==> src/rtl/aux_req_pkg.sv <==
// Package: shared constants and enumerations for the AUX request formatter.
// Assumes the four-byte header layout and the result-kind coding in the brief.
package aux_req_pkg;
    localparam int HDR_BYTES  = 4;
    localparam int BARE_SIZE  = 3;

    typedef enum logic [2:0] {
        RES_OK      = 3'd0,
        RES_TOOBIG  = 3'd1,
        RES_BADREQ  = 3'd2,
        RES_TIMEOUT = 3'd3,
        RES_FLAGS   = 3'd4,
        RES_FAULT   = 3'd5
    } res_kind_t;

    typedef enum logic [1:0] {
        ST_IDLE = 2'd0,
        ST_SEND = 2'd1,
        ST_RECV = 2'd2,
        ST_DONE = 2'd3
    } fmt_state_t;
endpackage

==> src/rtl/aux_hdr_pack.sv <==
// Module: aux_hdr_pack
// Purely combinational packing of the four header bytes from a held request.
// Assumes ADDR_W <= 24. Byte 3 packs the length-minus-one nibble with the
// transmit-size nibble; the size is truncated to four bits, as the field is.
module aux_hdr_pack #(
    parameter int ADDR_W = 20,
    parameter int LEN_W  = 8
) (
    input  logic [ADDR_W-1:0] addr,
    input  logic [3:0]        code,
    input  logic [LEN_W-1:0]  len,
    input  logic              is_write,
    output logic [31:0]       hdr
);
    import aux_req_pkg::*;

    logic [23:0]     addr_ext;
    logic [LEN_W:0]  tx_total;
    logic [3:0]      len_nib;
    logic [3:0]      size_nib;

    // Form both nibbles of the length byte and lay out the header.
    always_comb begin
        addr_ext = 24'(addr);
        tx_total = (LEN_W+1)'(HDR_BYTES) + (LEN_W+1)'(len);
        if (len == '0) begin
            len_nib  = 4'd0;
            size_nib = 4'(BARE_SIZE);
        end else begin
            len_nib  = 4'(len - LEN_W'(1));
            size_nib = is_write ? tx_total[3:0] : 4'(HDR_BYTES);
        end
        hdr[7:0]   = addr_ext[7:0];
        hdr[15:8]  = addr_ext[15:8];
        hdr[23:16] = {code, addr_ext[19:16]};
        hdr[31:24] = {size_nib, len_nib};
    end
endmodule

==> src/rtl/aux_tx_seq.sv <==
// Module: aux_tx_seq
// Streams nbytes bytes: header bytes first, then payload bytes, over a
// valid/ready handshake. start loads a new run and must only come while idle.
// done pulses in the cycle in which the final byte is taken.
module aux_tx_seq #(
    parameter int MAX_LEN = 16,
    parameter int IDX_W   = 5
) (
    input  logic                 clk,
    input  logic                 rst_n,
    input  logic                 start,
    input  logic [IDX_W-1:0]     nbytes,
    input  logic [31:0]          hdr,
    input  logic [MAX_LEN*8-1:0] pay,
    input  logic                 tx_ready,
    output logic                 tx_valid,
    output logic [7:0]           tx_byte,
    output logic                 done
);
    import aux_req_pkg::*;

    logic             active;
    logic [IDX_W-1:0] idx;
    logic [IDX_W-1:0] last_idx;
    logic [IDX_W-1:0] pay_idx;

    // Track the byte position of the run and end it after the final byte.
    always_ff @(posedge clk) begin
        if (!rst_n) begin
            active   <= 1'b0;
            idx      <= '0;
            last_idx <= '0;
        end else if (start) begin
            active   <= 1'b1;
            idx      <= '0;
            last_idx <= nbytes - IDX_W'(1);
        end else if (active && tx_ready) begin
            if (idx == last_idx) active <= 1'b0;
            else                 idx    <= idx + IDX_W'(1);
        end
    end

    // Pick the byte for the current position from the header or the payload.
    always_comb begin
        pay_idx = idx - IDX_W'(HDR_BYTES);
        tx_byte = 8'h00;
        if (idx < IDX_W'(HDR_BYTES)) begin
            for (int h = 0; h < HDR_BYTES; h++)
                if (idx == IDX_W'(h)) tx_byte = hdr[h*8 +: 8];
        end else begin
            for (int k = 0; k < MAX_LEN; k++)
                if (pay_idx == IDX_W'(k)) tx_byte = pay[k*8 +: 8];
        end
    end

    assign tx_valid = active;
    assign done     = active && tx_ready && (idx == last_idx);
endmodule

==> src/rtl/aux_reply_dec.sv <==
// Module: aux_reply_dec
// Captures the reply: the first byte taken after clear is the status, and
// read data follow, clipped to the requested length. Result fields are
// decoded from the held state; done pulses when the final byte is taken.
module aux_reply_dec #(
    parameter int MAX_LEN = 16,
    parameter int LEN_W   = 8,
    parameter int CNT_W   = 5
) (
    input  logic                 clk,
    input  logic                 rst_n,
    input  logic                 clear,
    input  logic                 enable,
    input  logic                 rx_valid,
    input  logic [7:0]           rx_byte,
    input  logic                 rx_last,
    input  logic [LEN_W-1:0]     want,
    input  logic                 is_write,
    output logic                 done,
    output logic [2:0]           kind,
    output logic [3:0]           reply,
    output logic [CNT_W-1:0]     count,
    output logic [MAX_LEN*8-1:0] data
);
    import aux_req_pkg::*;

    logic                 have_status;
    logic [7:0]           status;
    logic [CNT_W-1:0]     cnt;
    logic [MAX_LEN*8-1:0] buf_q;
    logic                 ok;

    // Hold the status byte and store read bytes up to the requested length.
    always_ff @(posedge clk) begin
        if (!rst_n || clear) begin
            have_status <= 1'b0;
            status      <= 8'h00;
            cnt         <= '0;
            buf_q       <= '0;
        end else if (enable && rx_valid) begin
            if (!have_status) begin
                have_status <= 1'b1;
                status      <= rx_byte;
            end else if (!is_write && (LEN_W'(cnt) < want)) begin
                for (int k = 0; k < MAX_LEN; k++)
                    if (cnt == CNT_W'(k)) buf_q[k*8 +: 8] <= rx_byte;
                cnt <= cnt + CNT_W'(1);
            end
        end
    end

    // Map the status byte to a result kind and mask the fields on error.
    always_comb begin
        case (status)
            8'd1:    kind = RES_TIMEOUT;
            8'd2:    kind = RES_FLAGS;
            8'd3:    kind = RES_FAULT;
            default: kind = RES_OK;
        endcase
        ok    = (kind == RES_OK);
        reply = ok ? status[7:4] : 4'h0;
        count = !ok ? '0 : (is_write ? CNT_W'(want) : cnt);
        data  = ok ? buf_q : '0;
    end

    assign done = enable && rx_valid && rx_last;
endmodule

==> src/rtl/aux_req_fmt.sv <==
// Module: aux_req_fmt (top)
// Takes one AUX request, checks it, streams the header and the write payload,
// then decodes the reply and strobes a result. Only one request is in flight.
// Assumes reply bytes arrive only after the final transmit byte; bytes seen
// at any other time are ignored.
module aux_req_fmt #(
    parameter int ADDR_W  = 20,
    parameter int MAX_LEN = 16,
    parameter int LEN_W   = 8
) (
    input  logic                 clk,
    input  logic                 rst_n,
    input  logic                 req_valid,
    output logic                 req_ready,
    input  logic [ADDR_W-1:0]    req_addr,
    input  logic [3:0]           req_code,
    input  logic [LEN_W-1:0]     req_len,
    input  logic [MAX_LEN*8-1:0] req_data,
    output logic                 tx_valid,
    input  logic                 tx_ready,
    output logic [7:0]           tx_byte,
    input  logic                 rx_valid,
    input  logic [7:0]           rx_byte,
    input  logic                 rx_last,
    output logic                 busy,
    output logic                 res_valid,
    output logic [2:0]           res_kind,
    output logic [3:0]           res_reply,
    output logic [$clog2(MAX_LEN+1)-1:0] res_count,
    output logic [MAX_LEN*8-1:0] res_data
);
    import aux_req_pkg::*;

    localparam int IDX_W = $clog2(MAX_LEN + HDR_BYTES + 1);
    localparam int CNT_W = $clog2(MAX_LEN + 1);
    localparam int PAY_W = MAX_LEN * 8;

    fmt_state_t        st;
    logic [ADDR_W-1:0] a_addr;
    logic [3:0]        a_code;
    logic [LEN_W-1:0]  a_len;
    logic [PAY_W-1:0]  a_pay;
    logic              a_write;
    logic              rejected;
    logic [2:0]        rej_kind;

    logic              accept, too_big, legal, req_wr, launch;
    logic [3:0]        base_code;
    logic [IDX_W-1:0]  n_send;
    logic [31:0]       hdr;
    logic              tx_done, rx_done;
    logic [2:0]        dec_kind;
    logic [3:0]        dec_reply;
    logic [CNT_W-1:0]  dec_count;
    logic [PAY_W-1:0]  dec_data;

    // Check the offered request and size the byte run it needs.
    always_comb begin
        accept    = req_valid && (st == ST_IDLE);
        base_code = req_code & 4'b1011;
        too_big   = req_len > LEN_W'(MAX_LEN);
        legal     = (base_code == 4'h0) || (base_code == 4'h1) ||
                    (base_code == 4'h8) || (base_code == 4'h9);
        req_wr    = ~req_code[0];
        launch    = accept && !too_big && legal;
        n_send    = IDX_W'(HDR_BYTES) + (req_wr ? IDX_W'(req_len) : IDX_W'(0));
    end

    // Sequence the request through send, receive and result phases.
    always_ff @(posedge clk) begin
        if (!rst_n) begin
            st       <= ST_IDLE;
            a_addr   <= '0;
            a_code   <= '0;
            a_len    <= '0;
            a_pay    <= '0;
            a_write  <= 1'b0;
            rejected <= 1'b0;
            rej_kind <= RES_OK;
        end else begin
            case (st)
                ST_IDLE: if (accept) begin
                    a_addr  <= req_addr;
                    a_code  <= req_code;
                    a_len   <= req_len;
                    a_pay   <= req_data;
                    a_write <= req_wr;
                    if (too_big) begin
                        rejected <= 1'b1;
                        rej_kind <= RES_TOOBIG;
                        st       <= ST_DONE;
                    end else if (!legal) begin
                        rejected <= 1'b1;
                        rej_kind <= RES_BADREQ;
                        st       <= ST_DONE;
                    end else begin
                        rejected <= 1'b0;
                        rej_kind <= RES_OK;
                        st       <= ST_SEND;
                    end
                end
                ST_SEND: if (tx_done) st <= ST_RECV;
                ST_RECV: if (rx_done) st <= ST_DONE;
                default: st <= ST_IDLE;
            endcase
        end
    end

    aux_hdr_pack #(.ADDR_W(ADDR_W), .LEN_W(LEN_W)) u_hdr (
        .addr     (a_addr),
        .code     (a_code),
        .len      (a_len),
        .is_write (a_write),
        .hdr      (hdr)
    );

    aux_tx_seq #(.MAX_LEN(MAX_LEN), .IDX_W(IDX_W)) u_tx (
        .clk      (clk),
        .rst_n    (rst_n),
        .start    (launch),
        .nbytes   (n_send),
        .hdr      (hdr),
        .pay      (a_pay),
        .tx_ready (tx_ready),
        .tx_valid (tx_valid),
        .tx_byte  (tx_byte),
        .done     (tx_done)
    );

    aux_reply_dec #(.MAX_LEN(MAX_LEN), .LEN_W(LEN_W), .CNT_W(CNT_W)) u_rx (
        .clk      (clk),
        .rst_n    (rst_n),
        .clear    (accept),
        .enable   (st == ST_RECV),
        .rx_valid (rx_valid),
        .rx_byte  (rx_byte),
        .rx_last  (rx_last),
        .want     (a_len),
        .is_write (a_write),
        .done     (rx_done),
        .kind     (dec_kind),
        .reply    (dec_reply),
        .count    (dec_count),
        .data     (dec_data)
    );

    // Drive the handshake flags and select rejection or decoded results.
    always_comb begin
        req_ready = (st == ST_IDLE);
        busy      = (st != ST_IDLE);
        res_valid = (st == ST_DONE);
        res_kind  = rejected ? rej_kind : dec_kind;
        res_reply = rejected ? 4'h0     : dec_reply;
        res_count = rejected ? '0       : dec_count;
        res_data  = rejected ? '0       : dec_data;
    end
endmodule

==> config.mk <==
export PLATFORM = sky130hd
export DESIGN_NAME = aux_req_fmt
export DESIGN_NICKNAME = d
export VERILOG_FILES = /design/src/rtl/aux_req_pkg.sv /design/src/rtl/aux_hdr_pack.sv /design/src/rtl/aux_tx_seq.sv /design/src/rtl/aux_reply_dec.sv /design/src/rtl/aux_req_fmt.sv
export SDC_FILE = /design/constraint.sdc
export NUM_CORES = 1
export LEC_CHECK = 0
export CAP_MARGIN = 20
export CORE_UTILIZATION = 56
export CTS_CLUSTER_SIZE = 14
export DETAILED_ROUTE_END_ITERATION = 16
export HOLD_SLACK_MARGIN = 0.06
export PLACE_DENSITY = 0.87
export SLEW_MARGIN = 25
export SYNTH_ARGS = -nofsm -noshare
export SYNTH_HDL_FRONTEND = slang
export SYNTH_SLANG_ARGS = --single-unit
==> constraint.sdc <==
create_clock -name clk -period 3.6 [get_ports clk]
set_input_delay 0.72 -clock clk [delete_from_list [all_inputs] [get_ports clk]]
set_output_delay 0.72 -clock clk [all_outputs]
set_load 0.05 [all_outputs]
* Yosys cells after proc, flatten, opt, wreduce, memory -nomap -nowiden
Index checks and enable logic that the tools add are counted.
Storage, ports and cells: flip-flop bits (word level) 320, input bits 174, word-level logic and storage cells 185
Cells by class: add/sub/neg operators 7, $lt $le $gt $ge 3, equality and inequality tests 46, muxes and demuxes 47, bitwise operators 4, reduce and logical (&&, ||, !) cells 48
Operator list (count):
- 2-to-1 mux 128 bit | 2
- 2-to-1 mux 8 bit | 21
- == test 5 x 4 -> 1 bit (second input constant) | 16
- AND reduction 4 bit | 16
- == test 5 x 3 -> 1 bit (second input constant) | 8
- == test 5 x 2 -> 1 bit (second input constant) | 6
- 2-to-1 mux 4 bit | 5
- 2-to-1 mux 5 bit | 4
- == test 8 x 2 -> 1 bit (second input constant) | 2
- == test 5 x 1 -> 1 bit (second input constant) | 3
- zero test 5 bit | 3
- 2-to-1 mux 2 bit | 7
- adder 5 x 1 -> 5 bit (second input constant) | 2
- case mux 3 bit (3 select lines) | 1
- == test 8 x 1 -> 1 bit (second input constant) | 1
- greater-than comparator 8 x 5 -> 1 bit (second input constant) | 1
- logical AND 1 bit | 8
- zero test 8 bit | 1
- < comparator 5 x 8 -> 1 bit | 1
- AND reduction 2 bit | 4
- == test 3 bit (second input constant) | 2
- case mux 2 bit (3 select lines) | 1
- AND reduction 3 bit | 2
- nonzero test 2 bit | 3
- 21 further kinds | 35

* Longest topological paths before layout
Gate-level depths: netlist of run 1.
depth after elaboration 19, mapped depth 10

* Hierarchy
Synthesis of run 1 repeated with hierarchy kept, for this count alone.
Second synthesis, totals: cell total of the unflattened synthesis 2019, area total of the unflattened synthesis 16542.1 um^2
Modules (own cells, without submodules):
- aux_req_fmt | times used 1, cells an instance 897, area an instance 7194.4 um^2, seq. area each 3323.2 um^2
- aux_reply_dec | times used 1, cells an instance 703, area an instance 6603.8 um^2, seq. area each 2842.7 um^2
- aux_tx_seq | times used 1, cells an instance 374, area an instance 2401.1 um^2, seq. area each 220.2 um^2
- aux_hdr_pack | times used 1, cells an instance 45, area an instance 342.8 um^2, seq. area each 0.0 um^2

* Worst setup path before layout of run 1
OpenSTA, ideal clock, no wires.
kind register to output, start register u_tx.idx[0], end output port tx_byte[3], data arrival time 2744 ps, setup slack 136 ps, stages on the path, launching flop included 9, cells stage by stage dfxtp_1 inv_1 ha_1 buf_2 clkinv_1 clkbuf_1 o211ai_1 a31o_2 nor3_1
Between the ends: word-level cells in the longest chain between the ends 19, elaborated cells on any way between the ends 43, those cells by class 1 x add/sub; 1 x order compare; 18 x eq/ne; 21 x mux; 2 x reduce/logical
RTL lines:
- start, declared | RTL line aux_tx_seq.sv:23 | logic [IDX_W-1:0] idx;
- start signal, assigned | RTL line aux_tx_seq.sv:39 | else idx <= idx + IDX_W'(1);
- subtractor 5 x 3 -> 5 bit | RTL line aux_tx_seq.sv:45 | pay_idx = idx - IDX_W'(HDR_BYTES);
- zero test 5 bit | RTL line aux_tx_seq.sv:52 | if (pay_idx == IDX_W'(k)) tx_byte = pay[k*8 +: 8];
- 2-to-1 mux 8 bit (16 in series) | RTL line aux_tx_seq.sv:52
- 2-to-1 mux 8 bit (*) | RTL line aux_tx_seq.sv:47 | if (idx < IDX_W'(HDR_BYTES)) begin
- end, declared | RTL line aux_req_fmt.sv:21 | output logic [7:0] tx_byte,
Mark *: on every way between the ends. The rest lies on a longest branch, timed or not.

* Worst setup path after layout of run 1
start register u_tx.idx[1], end output port tx_byte[1]
Same word-level chain as after synthesis.

==> results of run 1 <==
-- stage by stage --
stage | utilization (%) | setup slack (ps)
floorplan | - | 136
global placement | 70.0 | 263
detailed placement | 70.0 | 273
CTS | 74.2 | 24.1
global route | 75.6 | -43.9
finish | 75.6 | 40.4
-- flip-flops by register name, indices dropped and copies added, names as in the netlist --
name	count
a_pay	128
u_rx.buf_q	128
a_addr	20
a_len	8
u_rx.status	8
u_rx.cnt	5
u_tx.idx	5
u_tx.last_idx	5
a_code	4
rej_kind	2
st	2
a_write	1
rejected	1
u_rx.have_status	1
u_tx.tx_valid	1
-- critical path: stages, from the launching register on --
cell and delay [ps]:
dfxtp_2 450, inv_1 150, ha_4 250, clkbuf_4 210, nand3b_1 210, a221oi_1 320, a311o_1 240, o211ai_1 130
nor2_2 190, buf_6 180
-- final timing paths --
kind / start / end / slack [ps]
hold reg to reg: u_rx.buf_q[73] / u_rx.buf_q[73] / 460
setup / recovery: u_tx.idx[1] / tx_byte[1] / 40
hold / removal: u_rx.buf_q[73] / u_rx.buf_q[73] / 460
setup reg to reg: u_rx.cnt[4] / u_rx.buf_q[108] / 1000
-- metal layers --
layer | wire length, um | track usage (%)
met2 | 23700 | 58.0
met5 | 0 | 0
met1 | 18900 | 38.9
met3 | 2940 | 4.51
met4 | 2370 | 16.8
-- report_power, final --
group | leakage, uW | total (uW) | internal [uW] | switching, uW
clock | 0.000535 | 3450 | 2040 | 1410
combinational | 0.00741 | 1940 | 676 | 1270
sequential | 0.00260 | 4160 | 3870 | 290
total | 0.0105 | 9560 | 6580 | 2970
-- cell usage after synthesis, types with 11 or more instances --
cell and n:
inv_1 23, nor2b_1 15, ha_1 21, o21ai_0 28, nand2_1 538, clkbuf_1 113, mux2i_1 135, dfxtp_1 319
nor2_1 36, o211ai_1 19, a21boi_0 162, nand2b_1 19, a31oi_1 11, buf_2 12, a21oi_1 55, a211oi_1 12
and2_1 137
-- layout by cell type (no fill, tap or decap), drive strengths merged, types with 8 or more instances in the layout --
master / instances
a211oi: 12
a21boi: 162
a21oi: 55
a31oi: 12
and2: 137
buf: 45
clkbuf: 52
clkdlybuf4s50: 188
dfxtp: 319
dlymetal6s2s: 128
ha: 21
inv: 23
mux2i: 135
nand2: 539
nand2b: 19
nand3: 18
nand4: 16
nor2: 38
nor2b: 15
nor3: 9
o211ai: 19
o21ai: 28
xnor2: 8
-- cell type report --
cell class	count	area, um2
diodes	2	5.00
clock buffers	51	1020
clock inverters	10	86.3
fillers	1832	6570
inverters	24	90.1
multi-input cells	1364	8390
flip-flops and latches	319	6390
well taps	341	427
repair buffers	362	3970
-- cells by family after synthesis --
family / synth area share (%)
buffers and inverters: 4.51
and+or+nand+nor: 25.9
muxes: 8.79
DFF: 41.5
AOI/OAI and AO/OA: 16.8
xor gates and xnor gates: 0.854
adders and majority gates: 1.71
-- repair_timing --
action	in CTS	in global routing
pin swaps	0	1
setup buffers	0	2
gates resized for setup	9	135
gates cloned	0	0
endpoints found under the setup margin	8	136
hold buffers	0	0
==> summary.md, run 1 <==
| Metric | Value |
|---|---|
| Outcome | complete, no violations |
| Ys Warns | 0 |
| Clk_lat worst skew | just over 500 ps |
| GRT Total Usage | about 33% |
| Drt wl/cell | 19.3 um |
| Final Hold Vio Count | 0 |
| VDD IR max | ~0.33 mV |
| # setup viols final | 0 |
| Post-route antenna net violation count | 0 |
| R2r worst-path depth | 7 |
| Area growth from synthesis to layout | 32.5% |
| Hold depth | 2 |
| CTS tree | yes |
| Drt drc | 0 |
| Die height | 168 um |
| Critical path class | reg -> out |
| Post-synth EDFFs | 0 |
| Die ar. | 28100 um2 |
| Clock buffer depth | 3 |
| I/O pin count | around 330 |
| Layout Nets | 2300 |
| DRT iter0 DRCs | 1400 |
| FMAX | roughly 280 MHz |
| Avg Cell Area, Syn | about 8.3 um2 |
| CP Launch Type | register |
| Distinct cells, synth | approximately 80 |
| PwrDens | 469 nW/um2 |
| Clock transition at the registers of the reported paths | ~60 ps |
| WL final | approximately 48000 um |
| Share of layout cells above drive strength 1 | about 6.8% |
| Register area share after synthesis | approximately 42% |
| Port Buffers | between 300 and 400 |
| Syn Nets | slightly above 2000 |
| CTS buffer count | 34 |
| Initial core utilization | a little under three fifths |
| Power Total | between 9000 and 10000 uW |
| Least-Margin Pin Slew | approximately 900 ps |
| Synthesized area | 15400 um2 |
| Post-Layout Cell Count | ~2500 |
| Worst-path fanout max | 13 |
| Routability cong. | around 0.98 |
| # rows | 60 |
| CP required | roughly 2900 ps |
| Placement Cell Area | around 19000 um2 |
| Core area | 27000 um2 |
| Initial DRT Pass Iterations | 5 |
| Max-cap violations | 0 |
| Cell at the root of the clock tree | clkbuf_16 |
| Main flop type after synthesis | dfxtp_1 |
| #FFs+latches synth | around 320 |
| CP endpoint kind | primary output |
| Total gr overflow | 0 |
| Vias in the first global route | 13983 |
| DR vias | 14177 |
| Worst Skew | about 11 ps |
| Vias per inst | roughly 5.7 |
| Max-slew violations | 0 |
| Initial antenna violation count | 2 |
| Final Instance Area | roughly 20000 um2 |
| Area contributors post-synth | dfxtp_1 (42%), nand2_1 (13%), mux2i_1 (8.8%) |
| Arr. time, crit path | between 2000 and 3000 ps |
| Smallest hold slack | ~460 ps |
| DP HPWL | 33700 um |
| First-pass GRT wire length | around 74000 um |
| Rel. slew slack | between 30% and 40% |
| Setup TNS Final | 0 ps |
| Synth Instances | between 1500 and 2000 |
| Hold Path Class | reg -> reg |
| CTS Sinks | between 300 and 400 |
| RSZ-0062 raised after global routing | true |
| Area leader, netlist | dfxtp_1 |
| H-tree Lvls | 2 |
| Min Clock Period, post-route | approximately 3600 ps |
| Leak Pwr | approximately 0.011 uW |
| Share of the synthesized area in the top cell type | 41.5% |
| Period utilization | a little over nine tenths |
| Async S/R FF share, synth | 0% |
| Largest net degree at the start of global routing | 167 |
| Cells after DPL | roughly 2400 |
| Die width | between 150 and 200 um |
No activity file was read; power rests on OpenSTA's default activity.
==> run 2: changes to the inputs <==
TNS_END_PERCENT = 10   (was not set)
==> run 2 against run 1 <==
- highest routed layer unchanged
- combinational power barely moved
- via count fell by 0.14%
- power fell by 0.10%
- clock power barely moved
- utilization fell by 0.051 points
- routed wire length fell by 0.37%
==> summary.md, run 2 (synthesis gave the netlist of run 1 again) <==
| Metric | Value |
|---|---|
| Outcome | complete, no violations |
| Cell family with most CP delay | simple AND/OR/NAND/NOR gates |
| Most common cell after layout, fill and taps aside | nand2_1 |
| Initial antenna violation count | 2 |
| Routability cong. | 0.975 |
| Commonest non-fill, non-tap cells in the layout | nand2_1 (537), dfxtp_1 (314), clkdlybuf4s50_1 (188) |
| Initial DRT Pass Iterations | 7 |
| CP Launch Type | register |
| Die height | roughly 170 um |
| # rows | 60 |
| CP endpoint kind | primary output |
| Hold Path Class | reg -> reg |
| Area growth from synthesis to layout | 32.4% |
| Period utilization | between 90 and 100% |
| Slowest CP cell | or4_1 |
| Fillers | 1836 |
| WL final | ~48000 um |
| CTS buffer count | 34 |
| CTS Sinks | roughly 320 |
| VDD IR max | ~0.33 mV |
| CP required | 2880 ps |
| RSZ-0062 raised after global routing | true |
| DP HPWL | about 34000 um |
| R2r worst-path depth | 7 |
| GRT Total Usage | roughly 33% |
| DRT iter0 DRCs | 1372 |
| Setup TNS Final | 0 ps |
| Critical Path Max Stage Delay | about 530 ps |
| CP Depth | 9 |
| Post-route antenna net violation count | 0 |
| Final core utilization | approximately three quarters |
| Arr. time, crit path | roughly 2800 ps |
| Least-Margin Pin Slew | approximately 860 ps |
| CP bufs+invs | 3 |
| Port Buffers | between 300 and 400 |
| DR vias | about 14000 |
| Total gr overflow | 0 |
| Drt wl/cell | between 15 and 20 um |
| Min Clock Period, post-route | about 3500 ps |
| Die ar. | 28100 um2 |
| PwrDens | 469 nW/um2 |
| FMAX | roughly 280 MHz |
| I/O pin count | 326 |
| Drt drc | 0 |
| Core area | about 27000 um2 |
| Worst path cell trace | inv_1, ha_4, buf_4, nor2b_1, or4_1, o31ai_1, o211ai_1, nor2_2, buf_6 |
| Final Hold Vio Count | 0 |
| Rel. slew slack | 42.7% |
| Smallest hold slack | between 400 and 500 ps |
| Biggest regs | a_pay: 128 flops, u_rx.buf_q: 128 flops, a_addr: 20 flops |
| Vias per inst | between 5 and 6 |
| Hold depth | 2 |
| Leak Pwr | between 0.01 and 0.015 uW |
| Setup ws final | ~63 ps |
| Clock transition at the registers of the reported paths | roughly 60 ps |
| CTS tree | yes |
| Max-cap violations | 0 |
| Initial core utilization | 57.1% |
| Power Total | around 9500 uW |
| # setup viols final | 0 |
| Die width | 168 um |
| Largest net degree at the start of global routing | around 170 |
| H-tree Lvls | 2 |
| Max-slew violations | 0 |
| Critical path class | reg -> out |
| Clock buffer depth | 3 |
| Share of layout cells above drive strength 1 | approximately 6.7% |
| Clk_lat worst skew | 510 ps |
| DP Worst Slack | 273 ps |
| Reg2reg setup slack | 1000 ps |
| Layout Nets | roughly 2300 |
| Worst Skew | between 10 and 15 ps |
| Worst-path fanout max | 13 |
| Cell at the root of the clock tree | clkbuf_16 |
| Vias in the first global route | around 14000 |
| First-pass GRT wire length | ~74000 um |
==> run 2: cell count changes in the layout (fill, tap and decap cells not counted), sizes merged <==
cell	change
clkbuf	-1
==> run 2: worst min-delay path, cell delays in order, from the launching register on <==
cell and delay (ps):
dfxtp_1 300, nand2_1 50, mux2i_1 50
==> run 2: area by class of cell <==
class | count | area (um2) | area share, %
clock buffer | 51 | 1020 | 5.00
antenna | 2 | 5.00 | 0.0246
tap | 341 | 427 | 2.10
timing repair buffer | 361 | 3970 | 19.5
multi-input combinational | 1364 | 8380 | 41.1
inverter | 24 | 90.1 | 0.442
clock inverter | 10 | 86.3 | 0.424
sequential | 319 | 6390 | 31.4
==> run 2: final timing paths <==
kind | start | end
hold / removal | u_rx.buf_q[73] | u_rx.buf_q[73]
hold reg to reg | u_rx.buf_q[73] | u_rx.buf_q[73]
setup reg to reg | u_rx.cnt[4] | u_rx.buf_q[108]
setup / recovery | u_tx.idx[0] | tx_byte[1]
==> run 2: power by group <==
group          switching, uW  total (uW)  internal [uW]
clock network           1410        3450           2040
registers                291        4160           3870
logic                   1260        1940            676
total                   2960        9550           6580
==> run 2: through the flow <==
step | cell area (um2) | std cells
after floorplan | 15400 | 1849
after global placement | 18900 | 2408
after detailed placement | 18900 | 2408
after CTS | 20000 | 2469
after global routing | 20400 | 2472
final | 20400 | 2472
==> run 2: timing repair <==
action	in CTS	in global routing
resized for setup	9	135
pin swaps	0	2
hold buffers	0	0
hold endpoints to repair	0	0
endpoints found under the setup margin	8	136
setup buffers	0	1
==> run 2: metal layers <==
layer,wire length [um],share of wire [%],GRT usage (%),vias up
met1,18800,39,38.9,6623
met5,0,0,0,-
met3,2940,6.2,4.51,158
met4,2330,4.9,16.8,0
li1,-,-,-,6730
met2,23600,50,58.0,646
==> run 3: changes to the inputs <==
CORE_ASPECT_RATIO = 0.5   (was not set)
GPL_TIMING_DRIVEN = 1   (was not set)
==> run 3 against run 2 <==
- routed wire length down 8.8%
- first-iteration DRC count down 9.8%
- sequential power about the same
- critical endpoint is now tx_byte[7]
==> summary.md, run 3 (synthesis gave the netlist of run 1 again) <==
| Metric | Value |
|---|---|
| Hold Path Class | reg -> reg |
| CP required | 2880 ps |
| FF-to-FF End | u_rx.buf_q[100] |
| First-pass GRT wire length | just under 70000 um |
| Area of the multi-input gates | approximately 8400 um2 |
| Initial core utilization | 57.6% |
| Biggest regs | a_pay: 128 flops, u_rx.buf_q: 128 flops, a_addr: 20 flops |
| I/O pin count | about 330 |
| Clk_lat worst skew | between 500 and 600 ps |
| Max-cap violations | 0 |
| VDD IR max | ~0.4 mV |
| RSZ-0062 raised after global routing | false |
| Post-Layout Cell Count | ~2500 |
| Port Buffers | around 330 |
| # rows | 42 |
| GRT Total Usage | between 30 and 40% |
| Routability cong. | roughly 0.91 |
| Cell at the root of the clock tree | clkbuf_16 |
| Drt wl/cell | between 15 and 20 um |
| Critical path class | reg -> out |
| CP dominant cell by count | inv_1 |
| Setup TNS Final | 0 ps |
| Clock buffer depth | 3 |
| Min Clock Period, post-route | 3580 ps |
| Worst-path fanout max | 11 |
| CP endpoint kind | primary output |
| FF+latch area | between 6000 and 7000 um2 |
| Vias in the first global route | 13220 |
| Area growth from synthesis to layout | 27.9% |
| Most common cell after layout, fill and taps aside | nand2_1 |
| RR Startpoint | u_rx.cnt[3] |
| Crit path from | u_tx.idx[1] |
| Arr. time, crit path | roughly 2900 ps |
| Clock transition at the registers of the reported paths | 60 ps |
| Rel. slew slack | roughly 34% |
| Final Hold Vio Count | 0 |
| Slowest CP cell | dfxtp_2 |
| Initial DRT Pass Iterations | 6 |
| H-tree Lvls | 1 |
| Power Total | approximately 8900 uW |
| CTS buffer count | 28 |
| Setup Buffers After CTS | 0 |
| Hold Crit Start | u_rx.buf_q[77] |
| Share of layout cells above drive strength 1 | between 6 and 7% |
| DP HPWL | ~31000 um |
| Reg2reg setup slack | ~1100 ps |
| Largest net degree at the start of global routing | between 150 and 200 |
| Core area | between 20000 and 30000 um2 |
| CP Launch Type | register |
| CTS Sinks | between 300 and 400 |
| Worst Skew | slightly below 20 ps |
| Critical Path Max Stage Delay | between 300 and 400 ps |
| WL final | between 40000 and 50000 um |
| R2r worst-path depth | 6 |
| WHS Endpoint | u_rx.buf_q[77] |
| Worst path cell trace | inv_1, ha_4, inv_1, o311a_1, a211oi_1, a2111oi_1, a211o_1, buf_12 |
| Die ar. | 28200 um2 |
| Leak Pwr | 0.00855 uW |
| FMAX | about 280 MHz |
| Period utilization | ~100% |
| Layout Nets | roughly 2300 |
| DR vias | about 14000 |
| # setup viols final | 0 |
| PwrDens | between 400 and 500 nW/um2 |
| CTS tree | yes |
| Smallest hold slack | 455 ps |
| Least-Margin Pin Slew | ~990 ps |
| Post-route antenna net violation count | 0 |
| Commonest non-fill, non-tap cells in the layout | nand2_1 (537), dfxtp_1 (315), clkdlybuf4s50_1 (206) |
| Max-slew violations | 0 |
| Total gr overflow | 0 |
| Outcome | complete, no violations |
| Vias per inst | ~5.6 |
| Cells after DPL | approximately 2400 |
| Die width | 236 um |
| Drt drc | 0 |
| Initial antenna violation count | 1 |
| DRT iter0 DRCs | approximately 1200 |
| Hold depth | 2 |
| Fillers | just over 2000 |
| Die height | ~120 um |
run 3: cell types whose count changed in the layout (fill, tap and decap cells not counted), moves of 6 or more:
cell | previous run | this run
dlymetal6s2s_1 | 128 | 0
dlygate4sd2_1 | 0 | 110
clkdlybuf4s50_1 | 188 | 206
clkbuf_16 | 37 | 28
buf_4 | 32 | 39
clkbuf_1 | 10 | 4
run 3: critical path, delay by kind of cell, from the launching register on:
kind,cells,cell delay [ps]
flip-flops,1,370
AO/OA/AOI/OAI,4,1180
buffers and inverters,3,470
adder cells (fa/ha/maj),1,280
run 3: worst max path at each step:
| stage | to | depth (start not counted) | slack, ps |
|---|---|---|---|
| final | tx_byte[7] | 8 | 20 |
| after global routing | tx_byte[6] | 8 | 2 |
| after CTS | tx_byte[0] | 8 | 10 |
| after detailed placement | tx_byte[3] | 8 | 130 |
| after global placement | tx_byte[3] | 9 | 250 |
| after floorplan | tx_byte[3] | 8 | 140 |
run 3: through the flow:
| step | area, um2 | util, % | setup WS [ps] |
|---|---|---|---|
| after floorplan | 15400 | - | 136 |
| after global placement | 18900 | 70.8 | 247 |
| after detailed placement | 18900 | 70.8 | 127 |
| after CTS | 19600 | 73.6 | 14.3 |
| after global routing | 19700 | 73.7 | 1.96 |
| final | 19700 | 73.7 | 18.5 |
run 3: area by class of cell:
type	instances	share of cell area, %
diodes	1	0.0127
clock buffers	35	3.85
clock inverters	5	0.369
inverters	24	0.483
multi-input cells	1364	42.7
flip-flops and latches	319	32.5
well taps	352	2.24
repair buffers	365	17.9
run 3: power by group:
| part | switching (uW) | total, uW | internal (uW) |
|---|---|---|---|
| clock | 1310 | 2860 | 1540 |
| sequential | 269 | 4140 | 3870 |
| combinational | 1230 | 1910 | 676 |
| total | 2810 | 8900 | 6090 |
run 3: routing by layer:
metal	GRT usage (%)	part of all wire [%]
met2	50.3	47
met4	12.6	4.4
met3	4.50	5.8
met5	0	0
met1	39.7	43
run 3: what timing repair did:
item / 4_1_cts / 5_1_grt
pin swaps: 0 / 2
endpoints found under the setup margin: 118 / 8
endpoints found under the hold margin: 0 / 0
resized for setup: 120 / 9
hold buffers: 0 / 0
